===== config.mk =====
export PLATFORM = sky130hd
export DESIGN_NAME = vid_frame_gen
export DESIGN_NICKNAME = d
export VERILOG_FILES = /design/src/rtl/vid_frame_gen.sv
export SDC_FILE = /design/constraint.sdc
export NUM_CORES = 1
export LEC_CHECK = 0
export BUFFER_PORTS_ARGS = -buffer_cell sky130_fd_sc_hd__buf_2
export CAP_MARGIN = 20
export CORE_MARGIN = 3
export CORE_UTILIZATION = 50
export CTS_CLUSTER_SIZE = 20
export DETAILED_ROUTE_END_ITERATION = 10
export GPL_TIMING_DRIVEN = 1
export PLACE_DENSITY = 0.75
export SYNTH_ARGS = -nofsm -noshare
export SYNTH_HDL_FRONTEND = slang
export SYNTH_SLANG_ARGS = --single-unit

===== constraint.sdc =====
create_clock -name clk -period 5.5 [get_ports clk]
set_clock_uncertainty 0.05 [all_clocks]
set_input_delay 0.275 -clock clk [delete_from_list [all_inputs] [get_ports clk]]
set_output_delay 0.275 -clock clk [all_outputs]
set_load 0.1 [all_outputs]

===== src/rtl/vid_frame_gen.sv =====
module vid_frame_gen #(
  parameter int PIX_W     = 8,
  parameter int ACT_PIX   = 512,
  parameter int ACT_LINES = 512,
  parameter int HBLANK    = 16,
  parameter int VBL_LINES = 16,
  parameter int DLY       = 4
) (
  input  logic             clk,
  input  logic             rst_n,
  input  logic             src_sel,
  input  logic [PIX_W-1:0] pix_in,
  output logic [PIX_W-1:0] pix_o,
  output logic             strobe_o,
  output logic             hblank_o,
  output logic             vblank_o,
  input  logic             dly_hb_i,
  input  logic             dly_vb_i,
  input  logic             dly_stb_i,
  output logic             dly_hb_o,
  output logic             dly_vb_o,
  output logic             dly_stb_o
);
  localparam int LINE_LEN    = ACT_PIX + HBLANK;
  localparam int FRAME_LINES = ACT_LINES + VBL_LINES;
  localparam int CW = $clog2(LINE_LEN);
  localparam int RW = $clog2(FRAME_LINES);
  localparam int MW = (CW > RW) ? CW : RW;
  localparam int SW = ((MW > PIX_W) ? MW : PIX_W) + 1;

  logic [CW-1:0] col;
  logic [RW-1:0] row;
  logic          col_act, row_act, eol, eof;
  logic [SW-1:0] ramp;

  assign col_act = col < CW'(ACT_PIX);
  assign row_act = row < RW'(ACT_LINES);
  assign eol     = col == CW'(LINE_LEN - 1);
  assign eof     = row == RW'(FRAME_LINES - 1);
  assign ramp    = SW'(col) + SW'(row);

  always_ff @(posedge clk) begin
    if (!rst_n) begin
      col <= '0;
      row <= '0;
    end else begin
      col <= eol ? '0 : col + 1'b1;
      if (eol) row <= eof ? '0 : row + 1'b1;
    end
  end

  always_ff @(posedge clk) begin
    if (!rst_n) begin
      hblank_o <= 1'b1;
      vblank_o <= 1'b1;
      strobe_o <= 1'b0;
      pix_o    <= '0;
    end else begin
      hblank_o <= !col_act;
      vblank_o <= !row_act;
      strobe_o <= col_act && row_act;
      if (col_act && row_act) pix_o <= src_sel ? pix_in : ramp[PIX_W-1:0];
      else                    pix_o <= '0;
    end
  end

  generate
    if (DLY == 0) begin : g_nodly
      assign dly_hb_o  = dly_hb_i;
      assign dly_vb_o  = dly_vb_i;
      assign dly_stb_o = dly_stb_i;
    end else begin : g_dly
      logic [DLY-1:0] hb_sr, vb_sr, stb_sr;
      always_ff @(posedge clk) begin
        if (!rst_n) begin
          hb_sr  <= '1;
          vb_sr  <= '1;
          stb_sr <= '0;
        end else begin
          hb_sr[0]  <= dly_hb_i;
          vb_sr[0]  <= dly_vb_i;
          stb_sr[0] <= dly_stb_i;
          for (int i = 1; i < DLY; i++) begin
            hb_sr[i]  <= hb_sr[i-1];
            vb_sr[i]  <= vb_sr[i-1];
            stb_sr[i] <= stb_sr[i-1];
          end
        end
      end
      assign dly_hb_o  = hb_sr[DLY-1];
      assign dly_vb_o  = vb_sr[DLY-1];
      assign dly_stb_o = stb_sr[DLY-1];
    end
  endgenerate


  strobe_excl_chk: assert property (@(posedge clk) disable iff (!rst_n)
    strobe_o |-> (!hblank_o && !vblank_o));


  blank_zero_chk: assert property (@(posedge clk) disable iff (!rst_n)
    (hblank_o || vblank_o) |-> (pix_o == '0));


  vflag_edge_chk: assert property (@(posedge clk) disable iff (!rst_n)
    (vblank_o != $past(vblank_o)) |-> $past(hblank_o));


  hgap_after_line_chk: assert property (@(posedge clk) disable iff (!rst_n)
    $fell(hblank_o) |-> !strobe_o || !vblank_o);


  strobe_rise_chk: assert property (@(posedge clk) disable iff (!rst_n)
    $rose(strobe_o) |-> ($past(hblank_o) || $past(vblank_o)));
endmodule


==> impl_metrics.env <==
export IMPL_hold_path_end="g_dly.hb_sr[0]"
export IMPL_cp_required_ns=5.63
export IMPL_endpoint_kind="register"
export IMPL_reg2reg_from="row[0]"
export IMPL_core_sq_um=3442
export IMPL_crit_arrival_ns=1.99
export IMPL_num_rows=21
export IMPL_fp_dieW_um=66.86
export IMPL_port_buffers=27
export IMPL_grt_use_total_pct=16.32
export IMPL_path_cells="ha_1, inv_1, fa_1, nor2b_1, o21ai_0, a21oi_1, mux2i_1, nand2_1"
export IMPL_cts_made_buffers=5
export IMPL_period_needed_ns=1.857
export IMPL_ir_worst_vdd_uv=212.4
export IMPL_ys_types=35
export IMPL_slowest_delay_ns=0.39
export IMPL_fin_crit_sh_pct=33.77
export IMPL_clkLatencyLatePin_ns=0.29
export IMPL_synthTopCellsByArea="dfxtp_1, ha_1, xnor2_1, nor2_1, xor2_1"
export IMPL_hpwl_um=2400
export IMPL_wl_per_cell_um=12.20
export IMPL_cts_buffer_depth=2
export IMPL_ant_nets=0
export IMPL_status="completed"
export IMPL_final_cell_mix="dfxtp_1, buf_2, nor2_1"
export IMPL_gp_congestion=0.8194
export IMPL_cap_viol_max_count=0
export IMPL_grt_start_max_net_pins=20
export IMPL_vias=1352
export IMPL_rsz0062_at_grt="false"
export IMPL_whs_path_depth=2
export IMPL_cp_start_kind="register"
export IMPL_io_pins=28
export IMPL_yosys_area_top_type="dfxtp_1"
export IMPL_vias_per_cell=4.989
export IMPL_slew_limit_headroom_pct=67.56
export IMPL_worst_pin_slew_ns=0.4900
export IMPL_min_from="dly_hb_i"
export IMPL_ys_seq_area_share_pct=46.49
export IMPL_synth_edf_count=0
export IMPL_grt_pass1_wl_um=5513
export IMPL_rr_endpoint="pix_o[6]"
export IMPL_setup_viol=0
export IMPL_synth_cells=194
export IMPL_fillers=305
export IMPL_root_buffer="clkbuf_8"
export IMPL_cts_tree="built"
export IMPL_die_area_sq_um=4470
export IMPL_postCtsSetupBuffers=0
export IMPL_drt_wl_total_um=3305
export IMPL_p_leak_nw=0.9459
export IMPL_cts_hold_buffers=0
export IMPL_synth_nets=218
export IMPL_start_util_pct=53.80
export IMPL_total_power_uw=597.2
export IMPL_power_density_nw_per_um2=281.6
export IMPL_cts_sinks=43
export IMPL_synth_flop_cell="dfxtp_1"
export IMPL_grt_overflow_total=0
export IMPL_clkTransAtPathRegs_ns=0.08
export IMPL_path_delay_family="adder cells"
export IMPL_final_common_cell="dfxtp_1"
export IMPL_layout_area_overhead_vs_synth_pct=14.53
export IMPL_die_h_um=66.86
export IMPL_cp_startpoint="row[0]"
export IMPL_first_iter_violations=67
export IMPL_cp_max_fo=4
export IMPL_path_class="reg2reg"
export IMPL_r2r_setup_slack_ns=3.64
export IMPL_synth_top_area_share_pct=46.49
export IMPL_finalMaxSlewViolations=0
export IMPL_first_global_vias=1216
export IMPL_yosysWarnings=0
export IMPL_cts_resized_gates=0
export IMPL_nets=248
export IMPL_diodes=0
export IMPL_ys_seq_elements=43
export IMPL_critical_path_buf_inv_count=1
export IMPL_max_freq_mhz=538.4
export IMPL_drtPass1Iterations=4
export IMPL_fin_setup_tns_ns=0
export IMPL_drc=0
export IMPL_h_tree_depth=2
export IMPL_antenna_found_initial=0
export IMPL_syn_cell_area_sq_um=1852
export IMPL_drive_gt1_share_pct=17.33
export IMPL_rr_worst_depth=8
export IMPL_synth_async_reset_ratio_pct=0
export IMPL_hold_viol_final=0
export IMPL_hold_class="in2reg"
export IMPL_slowest_stage="dfxtp_1"
export IMPL_synth_area_per_cell_sq_um=9.545
-- worst max path at each step --
| stage | to | slack, ns | cells after the start |
|---|---|---|---|
| after floorplan | pix_o[6] | 3.77 | 8 |
| after global placement | pix_o[6] | 3.69 | 8 |
| after detailed placement | pix_o[6] | 3.66 | 8 |
| after CTS | pix_o[6] | 3.64 | 8 |
| after global routing | pix_o[6] | 3.48 | 8 |
| final | pix_o[6] | 3.64 | 8 |
-- logic make-up after synthesis --
family                     count (synthesis)  synth area share, %
adders and majority gates                 10                7.162
muxes                                      5                2.703
AOI/OAI and AO/OA                         16                5.067
xor gates and xnor gates                  20                9.460
DFF                                       43                46.49
buffers and inverters                     10                2.500
and+or+nand+nor                           90                26.62
-- flip-flops by register name (all words and copies together), names as in the netlist --
register and cells:
col 10, g_dly.hb_sr 4, g_dly.stb_sr 4, g_dly.vb_sr 4
hblank_o 1, pix_o 8, row 10, strobe_o 1
vblank_o 1
-- synthesized netlist by cell type (2+ instances only) --
master and number:
a21o_1 2, a21oi_1 7, a31oi_1 2, and2_1 7, and3_1 4, clkbuf_1 2
dfxtp_1 43, ha_1 9, inv_1 6, mux2i_1 5, nand2_1 10, nand2b_1 10
nand3_1 8, nand4_1 5, nor2_1 24, nor2b_1 5, nor3_1 6, nor4b_1 2
o21ai_0 3, xnor2_1 11, xor2_1 9
-- power breakdown --
group,total (mW),leakage (nW),switching (mW),internal [mW]
sequential,0.323,0.352,0.00341,0.320
combinational,0.0618,0.543,0.0479,0.0139
clock,0.212,0.0515,0.0975,0.115
-- area by class of cell --
| type | count | area, sq um | share of cell area, % |
|---|---|---|---|
| Clock buffer | 8 | 100.1 | 4.720 |
| Inverter | 6 | 22.52 | 1.062 |
| Multi-Input combinational cell | 141 | 944.7 | 44.54 |
| Sequential cell | 43 | 860.8 | 40.59 |
| Tap cell | 46 | 57.56 | 2.714 |
| Timing Repair Buffer | 27 | 135.1 | 6.372 |
-- stage by stage --
stage	instances	util [%]	cell area, sq um	setup slack [ns]	hold WS [ns]
after detailed placement	263	58.71	2021	3.660	0.3494
after CTS	271	61.61	2121	3.641	0.1112
after floorplan	194	-	1852	3.767	0.2980
after global routing	271	61.61	2121	3.476	0.1243
after global placement	263	58.71	2021	3.686	0.3408
final	271	61.61	2121	3.643	0.1210
-- per-layer routing --
layer | vias up | global-route usage [%] | part of all wire, %
li1 | 713 | - | -
met1 | 604 | 20.06 | 47
met2 | 33 | 26.86 | 47
met3 | 2 | 4.890 | 4.9
met4 | 0 | 5.823 | 0.48
met5 | - | 0 | 0
Note: power is estimated with default switching activity, not from simulation.
